### config.mk
export PLATFORM = sky130hd
export DESIGN_NAME = autobaud_sync
export DESIGN_NICKNAME = d
export VERILOG_FILES = /design/src/rtl/ab_pkg.sv /design/src/rtl/ab_rx_sync.sv /design/src/rtl/ab_edge_timer.sv /design/src/rtl/ab_div_round.sv /design/src/rtl/autobaud_sync.sv
export SDC_FILE = /design/constraint.sdc
export NUM_CORES = 1
export LEC_CHECK = 0
export ABC_AREA = 1
export BUFFER_PORTS_ARGS = -buffer_cell sky130_fd_sc_hd__buf_2
export CAP_MARGIN = 20
export CORE_UTILIZATION = 51
export CTS_CLUSTER_DIAMETER = 60
export DETAILED_ROUTE_END_ITERATION = 8
export GPL_TIMING_DRIVEN = 0
export PLACE_DENSITY = 0.86
export SLEW_MARGIN = 40
export SYNTH_ARGS = -nofsm -noshare
export SYNTH_HDL_FRONTEND = slang
export SYNTH_SLANG_ARGS = --single-unit
### constraint.sdc
create_clock -name clk -period 2 [get_ports clk]
set_clock_uncertainty 0.2 [all_clocks]
set_input_delay 0.3 -clock clk [delete_from_list [all_inputs] [get_ports clk]]
set_output_delay 0.3 -clock clk [all_outputs]
set_load 0.02 [all_outputs]
### src/rtl/ab_pkg.sv
// Shared types and constants for the auto-baud synchroniser.
// Assumes: nothing beyond IEEE 1800-2017.
package ab_pkg;
    typedef enum logic [1:0] {
        ST_IDLE = 2'd0,
        ST_MEAS = 2'd1,
        ST_DONE = 2'd2,
        ST_FAIL = 2'd3
    } ab_state_e;

    localparam logic [7:0] ACK_BYTE = 8'h75;
endpackage

### src/rtl/ab_rx_sync.sv
// Brings the asynchronous receive line into the clock domain and flags
// falling edges. Assumes STAGES >= 2 and an idle-high line (flops reset to 1).
module ab_rx_sync #(
    parameter int STAGES = 2
) (
    input  logic clk,
    input  logic rst_n,
    input  logic line_i,
    output logic fall_o
);
    logic [STAGES-1:0] chain_q;
    logic              last_q;

    // Metastability chain, newest sample at bit 0.
    always_ff @(posedge clk) begin
        if (!rst_n) chain_q <= '1;
        else        chain_q <= {chain_q[STAGES-2:0], line_i};
    end

    // Previous synchronised level for edge detection.
    always_ff @(posedge clk) begin
        if (!rst_n) last_q <= 1'b1;
        else        last_q <= chain_q[STAGES-1];
    end

    assign fall_o = last_q & ~chain_q[STAGES-1];


    fall_single_chk: assert property (@(posedge clk) disable iff (!rst_n)
        fall_o |=> !fall_o);
endmodule

### src/rtl/ab_edge_timer.sv
// Edge-to-edge cycle counter. A clear loads 1 because the clear cycle is
// itself the first elapsed cycle. Assumes the caller never increments at max.
module ab_edge_timer #(
    parameter int CNT_W = 16
) (
    input  logic             clk,
    input  logic             rst_n,
    input  logic             clr_i,
    input  logic             inc_i,
    output logic [CNT_W-1:0] cnt_o,
    output logic             at_max_o
);
    logic [CNT_W-1:0] cnt_q;

    // Load on clear, otherwise step when told to.
    always_ff @(posedge clk) begin
        if (!rst_n)     cnt_q <= '0;
        else if (clr_i) cnt_q <= CNT_W'(1);
        else if (inc_i) cnt_q <= cnt_q + CNT_W'(1);
    end

    assign cnt_o    = cnt_q;
    assign at_max_o = &cnt_q;


    cnt_no_wrap_chk: assert property (@(posedge clk) disable iff (!rst_n)
        inc_i |-> !(&cnt_q));
endmodule

### src/rtl/ab_div_round.sv
// Turns an edge-gap count covering 2**SHIFT bit-times into a per-bit
// divisor, rounded to nearest (half rounds up). Purely combinational.
module ab_div_round #(
    parameter int CNT_W = 16,
    parameter int SHIFT = 3,
    localparam int DIV_W = CNT_W - SHIFT + 1
) (
    input  logic [CNT_W-1:0] cnt_i,
    output logic [DIV_W-1:0] div_o
);
    localparam int HALF = 1 << (SHIFT - 1);

    logic [CNT_W:0] sum;

    // Add half a step, keep the upper bits.
    always_comb begin
        sum   = {1'b0, cnt_i} + (CNT_W+1)'(HALF);
        div_o = sum[CNT_W:SHIFT];
    end
endmodule

### src/rtl/autobaud_sync.sv
// Auto-baud synchroniser: measures one 0x7F sync character on rx_i,
// produces a rounded per-bit divisor, flags overflow or zero divisor,
// and requests transmission of the acknowledge byte. One shot per reset.
// Assumes: rx_i idle high, en_i and ack_gnt_i synchronous to clk.
module autobaud_sync #(
    parameter int CNT_W       = 16,
    parameter int SHIFT       = 3,
    parameter int SYNC_STAGES = 2,
    localparam int DIV_W      = CNT_W - SHIFT + 1
) (
    input  logic             clk,
    input  logic             rst_n,
    input  logic             en_i,
    input  logic             rx_i,
    input  logic             ack_gnt_i,
    output logic [DIV_W-1:0] div_o,
    output logic             div_vld_o,
    output logic             err_o,
    output logic             ack_req_o,
    output logic [7:0]       ack_data_o
);
    import ab_pkg::*;

    ab_state_e        st_q, st_d;
    logic             fall;
    logic             tmr_clr, tmr_inc, tmr_max;
    logic [CNT_W-1:0] tmr_cnt;
    logic [DIV_W-1:0] div_calc;
    logic             take, fail;
    logic [DIV_W-1:0] div_q;
    logic             vld_q, err_q, req_q;

    ab_rx_sync #(.STAGES(SYNC_STAGES)) u_sync (
        .clk    (clk),
        .rst_n  (rst_n),
        .line_i (rx_i),
        .fall_o (fall)
    );

    ab_edge_timer #(.CNT_W(CNT_W)) u_timer (
        .clk      (clk),
        .rst_n    (rst_n),
        .clr_i    (tmr_clr),
        .inc_i    (tmr_inc),
        .cnt_o    (tmr_cnt),
        .at_max_o (tmr_max)
    );

    ab_div_round #(.CNT_W(CNT_W), .SHIFT(SHIFT)) u_round (
        .cnt_i (tmr_cnt),
        .div_o (div_calc)
    );

    // Sequencing: wait for the first edge, time until the second, then stop.
    always_comb begin
        st_d    = st_q;
        tmr_clr = 1'b0;
        tmr_inc = 1'b0;
        take    = 1'b0;
        fail    = 1'b0;
        unique case (st_q)
            ST_IDLE: begin
                if (en_i && fall) begin
                    st_d    = ST_MEAS;
                    tmr_clr = 1'b1;
                end
            end
            ST_MEAS: begin
                if (fall) begin
                    if (div_calc == '0) begin
                        st_d = ST_FAIL;
                        fail = 1'b1;
                    end else begin
                        st_d = ST_DONE;
                        take = 1'b1;
                    end
                end else if (tmr_max) begin
                    st_d = ST_FAIL;
                    fail = 1'b1;
                end else begin
                    tmr_inc = 1'b1;
                end
            end
            default: ;
        endcase
    end

    // State register.
    always_ff @(posedge clk) begin
        if (!rst_n) st_q <= ST_IDLE;
        else        st_q <= st_d;
    end

    // Divisor capture and its one-cycle strobe.
    always_ff @(posedge clk) begin
        if (!rst_n) begin
            div_q <= '0;
            vld_q <= 1'b0;
        end else begin
            vld_q <= take;
            if (take) div_q <= div_calc;
        end
    end

    // Sticky failure flag.
    always_ff @(posedge clk) begin
        if (!rst_n)    err_q <= 1'b0;
        else if (fail) err_q <= 1'b1;
    end

    // Acknowledge request, held until granted.
    always_ff @(posedge clk) begin
        if (!rst_n)         req_q <= 1'b0;
        else if (take)      req_q <= 1'b1;
        else if (ack_gnt_i) req_q <= 1'b0;
    end

    assign div_o      = div_q;
    assign div_vld_o  = vld_q;
    assign err_o      = err_q;
    assign ack_req_o  = req_q;
    assign ack_data_o = ACK_BYTE;


    vld_one_cycle_chk: assert property (@(posedge clk) disable iff (!rst_n)
        div_vld_o |=> !div_vld_o);


    vld_no_err_chk: assert property (@(posedge clk) disable iff (!rst_n)
        div_vld_o |-> !err_o);


    vld_nonzero_chk: assert property (@(posedge clk) disable iff (!rst_n)
        div_vld_o |-> (div_o != '0));


    err_sticky_chk: assert property (@(posedge clk) disable iff (!rst_n)
        err_o |=> err_o);


    div_hold_chk: assert property (@(posedge clk) disable iff (!rst_n)
        !div_vld_o |=> (!div_vld_o || (st_q != ST_DONE)) ? $stable(div_o) : 1'b1);


    req_hold_chk: assert property (@(posedge clk) disable iff (!rst_n)
        (ack_req_o && !ack_gnt_i) |=> ack_req_o);


    req_with_vld_chk: assert property (@(posedge clk) disable iff (!rst_n)
        $rose(ack_req_o) |-> div_vld_o);
endmodule

==> results of run 1 <==
[placed cells by master (no fill, tap or decap), types with 4 or more instances in the layout]
master	count
nor2_2	15
inv_1	48
nor2_1	43
nand2_2	19
buf_4	24
a21oi_1	14
dfxtp_4	4
nor3_1	5
dfxtp_1	26
buf_2	20
nand2_1	69
nand3_1	10
buf_6	5
clkbuf_8	5
nand4_1	6
dfxtp_2	8
nand3_2	4
conb_1	8
nor2_4	4
o21ai_0	8
[sequential cells by signal, indices dropped and copies added (netlist names)]
register        cells
div_vld_o           1
st_q                2
u_sync.last_q       1
div_o              14
ack_req_o           1
err_o               1
u_sync.chain_q      2
u_timer.cnt_o      16
[logic make-up (layout without fill, tap and decap cells)]
group | count (synthesis) | in the layout
other cells | 2 | 8
buf+inv | 64 | 113
xor+xnor | 3 | 3
compound gates | 34 | 34
simple gates | 184 | 184
flops | 38 | 38
fa+ha+maj | 2 | 2
[metrics by stage]
| step | TNS (ps) | power, W | hold slack, ps | setup slack (ps) |
|---|---|---|---|---|
| 5_1_grt | -4080 | 0.00174 | 73.4 | -237 |
| 4_1_cts | -19.8 | 0.00168 | 52.9 | -7.26 |
| 2_1_floorplan | 0 | 0.000877 | 192 | 12.1 |
| 3_3_place_gp | -4170 | 0.000894 | 201 | -226 |
| 6_report | -1650 | 0.00170 | 40.1 | -157 |
| 3_5_place_dp | -4810 | 0.000900 | 203 | -249 |
[final timing paths]
kind,endpoint,slack (ps),depth (start not counted)
max,div_o[9]$_SDFFE_PN0P_,-160,13
min,ack_req_o$_SDFFE_PN0P_,40,4
max reg2reg,div_o[9]$_SDFFE_PN0P_,-160,13
min reg2reg,u_sync.last_q$_SDFF_PN1_,230,2
[power breakdown]
part	total [W]	internal, W	leakage [nW]	switching, W
Sequential	0.000774	0.000763	0.314	0.0000102
Combinational	0.000130	0.0000454	1.00	0.0000842
Clock	0.000795	0.000500	0.0683	0.000295
[area by class of cell]
cell class	instances	area share [%]
Multi-Input combinational cell	231	43.7
Sequential cell	38	28.1
Timing Repair Buffer	41	10.3
Inverter	51	7.03
Buffer	13	3.76
Clock buffer	5	2.46
Clock inverter	3	2.46
Tap cell	48	2.15
[tightest hold or removal path, delay by kind of cell]
kind	cells	cell delay [ps]
buffers and inverters	2	100
AOI/OAI and AO/OA	1	50
and+or+nand+nor	1	40
[repair_timing]
item	CTS	global route
gates resized for setup	41	37
pin swaps	6	19
setup endpoints to repair	29	31
buffers inserted	14	4
gates cloned	1	1
hold endpoints to repair	1	0
hold buffers	1	0
[routing by layer]
layer / track usage, % / share of wire, % / vias up
met5: 0 / 0 / -
met4: 13.6 / 2.9 / 0
met3: 5.56 / 7.6 / 21
met2: 45.1 / 50 / 91
met1: 31.3 / 39 / 1012
li1: - / - / 1101
==> out/metrics.yaml, run 1 <==
synth_adder_area_share_pct: 1.21
antenna_found_initial: 0
clk_pin_slew_ps: 80
path_delay_family: "simple AND/OR/NAND/NOR gates"
ir_drop_mv: 0.637
cts_max_path_buffers: 2
yosysMostFrequentCell: "nand2_1"
numPortBuffers: 20
core_mm2: 0.00377
initial_core_util_pct: 54.7
netlist_area_mm2: 0.00206
wire_per_inst_um: 13.7
synthTopCellsByCount: "nand2_1 (90), nor2_1 (58), inv_1 (49)"
grt_start_max_net_pins: 14
grt_use_total_pct: 26.6
clockRootBuffer: "clkbuf_8"
worstReg2RegStart: "u_timer.cnt_o[3]$_SDFFE_PP0P_"
detail_route.first_pass.iterations: 7
rsz0062_at_grt: "yes"
hold_viol_final: 0
gr-total-overflow: 0
yosysUniqueCellTypes: 28
routed_via_density: 5.17
cap_violations: 0
final-setup-viol-count: 17
worst_setup_path_start_kind: "flip-flop"
dp.cells: 401
place.gp.congestion: 0.853
fin_crit_ps: 2160
yosysWarningCount: 0
fin_crit_sh_pct: 108
max_freq_mhz: 464
tightest_slew_ps: 518
vias: 2225
synth_top_family_by_area: "simple AND/OR/NAND/NOR gates"
io_pins: 30
layout-drive-gt1-share_pct: 33.8
yosys.area_share.simple_pct: 37.2
final_max_slew_viol_count: 0
p_per_area_mw_per_mm2: 608
postPlaceCellArea_mm2: 0.00226
netlist_top_cells_area: "dfxtp_1 (37%), nand2_1 (16%), nor2_1 (11%), inv_1 (8.9%), a21oi_1 (3.9%)"
outcome: "finished, violations left"
grt_pass1_wl_um: 8610
crit_type: "flip-flop to flip-flop"
violations: "negative setup slack"
crit_path_end_kind: "flip-flop"
max_slew_margin_pct: 65.4
synth-seq-cells: 38
synth_xor_xnor_area_share_pct: 1.27
synthCells: 327
synth_edf_count: 0
synth_ff_type: "dfxtp_1"
cts_tree: "yes"
async_flop_share_pct: 0
area_delta_synth_final_pct: 35.6
fin_area_mm2: 0.00280
htreeDepth: 2
final_cells: 430
drc: 0
netlist.area_leader.share_pct: 36.9
post-route-util_pct: 74.1
cp_slowest_cell: "dfxtp_4"
avgSynthCellArea_um2: 6.31
dieArea_mm2: 0.00430
synthMuxAreaShare_pct: 0
cpPeakStageDelay_ps: 370
cts_made_buffers: 5
critPathBufInv: 1
cts.sinks: 38
hold_path_class: "primary input to flip-flop"
cp.required_ps: 1990
insertion_delay_ps: 300
arrival_ps: 2150
drt_iter0_markers: 189
dp_hpwl_um: 3410
regArea_um2: 786
rows: 22
fin_ws_ps: -157
die-width_um: 65.6
synth-compound-area-share_pct: 9.16
hp-start: "ack_gnt_i"
crit_start: "u_timer.cnt_o[3]$_SDFFE_PP0P_"
synth_area_leader_cell: "dfxtp_1"
multi_input_comb_area_mm2: 0.00122
die_h_um: 65.6
antenna_cells: 0
ant_nets: 0
p_leak_nw: 1.38
cp_cell_sequence: "ha_4, nand3_4, o21ai_0, nand2_1, nor2_2, nand3_1, nor2_1, nand2_2, nand3_4, buf_6, nand2_2, nand2_1, nor2_1"
grt_pass1_vias: 1972
ys_seq_area_share_pct: 36.9
n_fill_cell: 282
layout.nets: 388
routed_wl_um: 5890
crit_path_max_fanout: 7
No activity file was read; power rests on OpenSTA's default activity.
==> run 2: changes to the inputs <==
--- a/config.mk
+++ b/config.mk
@@ -8,11 +8,11 @@
 export ABC_AREA = 1
 export BUFFER_PORTS_ARGS = -buffer_cell sky130_fd_sc_hd__buf_2
 export CAP_MARGIN = 20
-export CORE_UTILIZATION = 51
+export CORE_UTILIZATION = 59
 export CTS_CLUSTER_DIAMETER = 60
 export DETAILED_ROUTE_END_ITERATION = 8
 export GPL_TIMING_DRIVEN = 0
-export PLACE_DENSITY = 0.86
+export PLACE_DENSITY = 0.93
 export SLEW_MARGIN = 40
 export SYNTH_ARGS = -nofsm -noshare
 export SYNTH_HDL_FRONTEND = slang
==> constraint.sdc (replaced) <==
create_clock -name clk -period 2.5 [get_ports clk]
set_clock_uncertainty 0.2 [all_clocks]
set_input_delay 0.375 -clock clk [delete_from_list [all_inputs] [get_ports clk]]
set_output_delay 0.375 -clock clk [all_outputs]
set_load 0.02 [all_outputs]
==> out/metrics.yaml, run 2 (same netlist as run 1, synthesis figures left out) <==
outcome: "finished, final reports clean"  # was finished, violations left
gr-total-overflow: 0  # unchanged
vias: 2087  # was 2,225
total_power_w: 0.00124  # was 0.00170 W
max_freq_mhz: 431  # was 464 MHz
crit_path_max_fanout: 10  # was 7
clk_pin_slew_ps: 120  # was 80 ps
grt_start_max_net_pins: 14  # unchanged
grt_pass1_vias: 1697  # was 1,972
cts_max_path_buffers: 2  # unchanged
antenna_found_initial: 0  # unchanged
n_fill_cell: 285  # was 282
numPortBuffers: 20  # unchanged
dieArea_mm2: 0.00374  # was 0.00430 mm^2
final-setup-viol-count: 0  # was 17
clockRootBuffer: "clkbuf_4"  # was clkbuf_8
hold_path_class: "primary input to flip-flop"  # unchanged
layout.nets: 369  # was 388
routed_via_density: 5.10  # was 5.17
fin_crit_ps: 2320  # was 2160 ps
ir_drop_mv: 0.438  # was 0.637 mV
dp.cells: 399  # was 401
layout_common_cells: "nand2_1 (90), nor2_1 (57), inv_1 (49)"  # was nand2_1 (69), inv_1 (48), nor2_1 (43)
arrival_ps: 2390  # was 2150 ps
fin_ws_ps: 178  # was -157 ps
crit_top_cell: "nand2_1"
ant_nets: 0  # unchanged
final_max_slew_viol_count: 0  # unchanged
cap_violations: 0  # unchanged
rows: 21  # was 22
drt_iter0_markers: 151  # was 189
cp_slowest_cell: "dfxtp_1"  # was dfxtp_4
die_h_um: 61.1  # was 65.6 um
largest_reg_flops: 16  # unchanged
crit_path_end_kind: "flip-flop"  # unchanged
routed_wl_um: 4700  # was 5890 um
cp_cell_sequence: "buf_2, nand2_1, nor2_2, nand2_1, nand2_1, nand2_1, nor2_1, nand2_1, nor2_1, nand2_2, nand3_4, buf_6, nand2_1, nand2_1, nor2_1"  # was ha_4, nand3_4, o21ai_0, nand2_1, nor2_2, nand3_1, nor2_1, nand2_2, nand3_4, buf_6, nand2_2, nand2_1, nor2_1
crit_type: "flip-flop to flip-flop"  # unchanged
area_delta_synth_final_pct: 15.9  # was 35.6%
worst_setup_path_start_kind: "flip-flop"  # unchanged
cts_made_buffers: 5  # unchanged
cts.sinks: 38  # unchanged
pre_cts_slack_ps: 78.8  # was -249 ps
hold_ws_ps: 52.7  # was 40.1 ps
final_cells: 409  # was 430
dp_hpwl_um: 3430  # was 3410 um
die-width_um: 61.1  # was 65.6 um
critPathBufInv: 2  # was 1
initial_core_util_pct: 61.8  # was 54.7%
htreeDepth: 2  # unchanged
cp.required_ps: 2560  # was 1990 ps
cpPeakStageDelay_ps: 330  # was 370 ps
p_per_area_mw_per_mm2: 520  # was 608 mW/mm^2
path_delay_family: "simple AND/OR/NAND/NOR gates"  # unchanged
io_pins: 30  # unchanged
wire_per_inst_um: 11.5  # was 13.7 um
grt_pass1_wl_um: 7320  # was 8610 um
detail_route.first_pass.iterations: 4  # was 7
drc: 0  # unchanged
rsz0062_at_grt: "yes"  # unchanged
layout-drive-gt1-share_pct: 15.7  # was 33.8%
cts_tree: "yes"  # unchanged
multi_input_comb_area_mm2: 0.00106  # was 0.00122 mm^2
regArea_um2: 764  # was 786 um^2
core_mm2: 0.00334  # was 0.00377 mm^2
fin_crit_sh_pct: 92.9  # was 108%
grt_use_total_pct: 27.0  # was 26.6%
place.gp.congestion: 0.998  # was 0.853
antenna_cells: 0  # unchanged
layout_commonest_cell: "nand2_1"  # unchanged
hold_viol_final: 0  # unchanged
insertion_delay_ps: 360  # was 300 ps
p_leak_nw: 1.21  # was 1.38 nW
## run 2: cell count changes in the layout (fill, tap and decap cells not counted), moves of 4 or more
cell,delta
buf_4,-15
clkbuf_4,+5
clkbuf_8,-5
dfxtp_1,+9
dfxtp_2,-5
dfxtp_4,-4
nand2_1,+21
nand2_2,-18
nand3_1,+4
nor2_1,+14
nor2_2,-10
nor2_4,-4
## run 2: power breakdown
part,leakage [nW],switching (W),internal [W]
clock,0.0554,0.000220,0.000313
combinational,0.842,0.0000580,0.0000285
sequential,0.309,0.00000769,0.000615
## run 2: per-layer routing
layer  wire length (um)  vias up  GRT usage [%]
li1                   -     1064              -
met1               2020      922           33.0
met2               2210       82           43.3
met3                291       19           7.56
met4                171        0           14.0
met5                  0        -              0
## run 2: worst paths after layout
check / depth (start not counted) / from / slack [ps] / to
min: 4 / ack_gnt_i / 50 / ack_req_o$_SDFFE_PN0P_
min reg2reg: 2 / u_sync.chain_q[1]$_SDFF_PN1_ / 230 / u_sync.last_q$_SDFF_PN1_
max: 15 / u_timer.cnt_o[4]$_SDFFE_PP0P_ / 180 / div_o[0]$_SDFFE_PN0P_
max reg2reg: 15 / u_timer.cnt_o[4]$_SDFFE_PP0P_ / 180 / div_o[0]$_SDFFE_PN0P_
## run 2: cell type report
type / instances / area share, %
inverters: 51 / 8.01
clock inverters: 3 / 2.88
flip-flops and latches: 38 / 32.0
clock buffers: 5 / 1.57
repair buffers: 22 / 4.92
well taps: 46 / 2.41
plain buffers: 13 / 3.98
multi-input cells: 231 / 44.2
## run 2: worst min-delay path: stages
cell,delay [ps]
buf_2,70
inv_1,30
nand2_1,40
a21oi_1,50
## run 2: stage by stage
stage / util (%) / cell area, um^2 / TNS (ps)
after floorplan: - / 2080 / 0
after global placement: 67.2 / 2240 / 0
after detailed placement: 67.2 / 2240 / 0
after CTS: 70.4 / 2350 / 0
after global routing: 71.6 / 2390 / -23.5
final: 71.6 / 2390 / 0
## run 2: what timing repair did
action | CTS | global route
hold endpoints to repair | 0 | 1
hold buffers | 0 | 1
setup endpoints to repair | 0 | 19
setup buffers | 0 | 1
resized for setup | 0 | 7
==> run 3: changes to the inputs <==
--- a/config.mk
+++ b/config.mk
@@ -8,11 +8,13 @@
 export ABC_AREA = 1
 export BUFFER_PORTS_ARGS = -buffer_cell sky130_fd_sc_hd__buf_2
 export CAP_MARGIN = 20
-export CORE_UTILIZATION = 59
+export CELL_PAD_IN_SITES_DETAIL_PLACEMENT = 1
+export CELL_PAD_IN_SITES_GLOBAL_PLACEMENT = 1
+export CORE_UTILIZATION = 42
 export CTS_CLUSTER_DIAMETER = 60
 export DETAILED_ROUTE_END_ITERATION = 8
 export GPL_TIMING_DRIVEN = 0
-export PLACE_DENSITY = 0.93
+export PLACE_DENSITY = 0.94
 export SLEW_MARGIN = 40
 export SYNTH_ARGS = -nofsm -noshare
 export SYNTH_HDL_FRONTEND = slang
==> out/metrics.yaml, run 3 (same netlist as run 1, synthesis figures left out) <==
use_met1_pct: 29.1  # was 33.0%
cp_slowest_cell: "dfxtp_2"  # was dfxtp_1
wire_per_inst_um: 15.4  # was 11.5 um
cap_violations: 0  # unchanged
layout_common_cells: "nand2_1 (87), nor2_1 (56), inv_1 (49)"  # was nand2_1 (90), nor2_1 (57), inv_1 (49)
die_h_um: 72.1  # was 61.1 um
clockRootBuffer: "clkbuf_8"  # was clkbuf_4
layout.nets: 372  # was 369
routed_via_density: 5.06  # was 5.10
antenna_found_initial: 0  # unchanged
tightest_slew_ps: 549
max_freq_mhz: 408  # was 431 MHz
cts.sinks: 38  # unchanged
cp_cell_sequence: "ha_4, nand3_2, nor2_1, nand3_1, nand2_1, nor2_1, nand2_1, nor2_1, nand2_2, nand3_4, buf_4, nand2_1, inv_1, nor2_1"  # was buf_2, nand2_1, nor2_2, nand2_1, nand2_1, nand2_1, nor2_1, nand2_1, nor2_1, nand2_2, nand3_4, buf_6, nand2_1, nand2_1, nor2_1
detail_route.first_pass.iterations: 4  # unchanged
layout_commonest_cell: "nand2_1"  # unchanged
ant_nets: 0  # unchanged
use_met3_pct: 4.03  # was 7.56%
io_pins: 30  # unchanged
fin_crit_sh_pct: 98.1  # was 92.9%
crit_type: "flip-flop to flip-flop"  # unchanged
rr_worst_depth: 14  # was 15
numPortBuffers: 20  # unchanged
cts_tree: "yes"  # unchanged
die-width_um: 72.1  # was 61.1 um
hold_viol_final: 0  # unchanged
core_mm2: 0.00472  # was 0.00334 mm^2
drc: 0  # unchanged
antenna_cells: 0  # unchanged
drt_iter0_markers: 103  # was 151
hold_path_class: "primary input to flip-flop"  # unchanged
clk_pin_slew_ps: 90  # was 120 ps
grt_pass1_vias: 2114  # was 1,697
ir_drop_mv: 0.381  # was 0.438 mV
routed_wl_um: 6660  # was 4700 um
grtUsageMet2_pct: 43.6  # was 43.3%
cpPeakStageDelay_ps: 390  # was 330 ps
vias: 2190  # was 2,087
max_slew_margin_pct: 63.2
dieArea_mm2: 0.00519  # was 0.00374 mm^2
dp.cells: 420  # was 399
grt_pass1_wl_um: 9780  # was 7320 um
pre_cts_slack_ps: -15.8  # was 78.8 ps
fin_crit_ps: 2450  # was 2320 ps
dp_hpwl_um: 4170  # was 3430 um
final_max_slew_viol_count: 0  # unchanged
gr-total-overflow: 0  # unchanged
place.gp.congestion: 0.836  # was 0.998
cts_made_buffers: 5  # unchanged
worstHoldPathCells: 2  # was 4
initial_core_util_pct: 43.7  # was 61.8%
cp.required_ps: 2540  # was 2560 ps
grt_start_max_net_pins: 13  # was 14
setup-tns-final_ps: 0  # unchanged
insertion_delay_ps: 300  # was 360 ps
grt-busiest-layer: "met2"  # unchanged
crit_path_max_fanout: 8  # was 10
rsz0062_at_grt: "yes"  # unchanged
p_per_area_mw_per_mm2: 551  # was 520 mW/mm^2
htreeDepth: 2  # unchanged
cts_max_path_buffers: 2  # unchanged
worst_setup_path_start_kind: "flip-flop"  # unchanged
rows: 25  # was 21
area_delta_synth_final_pct: 21.1  # was 15.9%
crit_top_cell: "nor2_1"  # was nand2_1
largest_reg_flops: 16  # unchanged
p_leak_nw: 1.24  # was 1.21 nW
arrival_ps: 2490  # was 2390 ps
outcome: "finished, final reports clean"  # unchanged
final_cells: 433  # was 409
layout-drive-gt1-share_pct: 17.5  # was 15.7%
fin_ws_ps: 47.1  # was 178 ps
grt_use_total_pct: 24.4  # was 27.0%
final-setup-viol-count: 0  # unchanged
crit_path_end_kind: "flip-flop"  # unchanged
==> run 3: worst max-delay path: cells and delay by family, from the launching register on <==
kind	cells	cell delay, ps
adders and majority gates	1	180
buffers and inverters	2	260
DFF	1	390
and+or+nand+nor	11	1360
==> run 3: layout make-up <==
cell class                 instances  area (um^2)
clock inverter                     2         60.1
clock buffer                       6         82.6
multi-input combinational        231         1080
buffer                            13         95.1
fill                             663         2230
inverter                          51          194
sequential                        38          766
tap                               67         83.8
timing repair buffer              25          138
==> run 3: stage by stage <==
step           utilization (%)  hold slack (ps)  cell area [um^2]  total power (W)
2_1_floorplan                -              192              2080         0.000702
3_3_place_gp              48.0              202              2270         0.000718
3_5_place_dp              48.0              220              2270         0.000723
4_1_cts                   51.3             54.4              2420          0.00138
5_1_grt                   52.8             52.3              2500          0.00142
6_report                  52.8             61.5              2500          0.00138
==> run 3: final timing paths <==
kind | slack (ps) | to | start
setup reg to reg | 50 | div_o[10]$_SDFFE_PN0P_ | u_timer.cnt_o[2]$_SDFFE_PP0P_
hold / removal | 60 | u_sync.chain_q[0]$_SDFF_PN1_ | rx_i
setup / recovery | 50 | div_o[10]$_SDFFE_PN0P_ | u_timer.cnt_o[2]$_SDFFE_PP0P_
hold reg to reg | 230 | u_sync.chain_q[1]$_SDFF_PN1_ | u_sync.chain_q[0]$_SDFF_PN1_
==> run 3: power breakdown <==
group | switching, W | internal, W | total (W)
clock network | 0.000237 | 0.000426 | 0.000663
logic | 0.0000631 | 0.0000277 | 0.0000908
registers | 0.00000828 | 0.000614 | 0.000622
total | 0.000308 | 0.00107 | 0.00138
==> run 3: what timing repair did <==
item,CTS,global route
buffers inserted,1,4
resized for setup,2,12
endpoints found under the setup margin,9,25
hold buffers,0,0
==> run 3: per-layer routing <==
| layer | up-vias | part of all wire (%) |
|---|---|---|
| met5 | - | 0 |
| met4 | 0 | 2.9 |
| met3 | 17 | 2.4 |
| met2 | 40 | 52 |
| met1 | 1065 | 42 |
| li1 | 1068 | - |
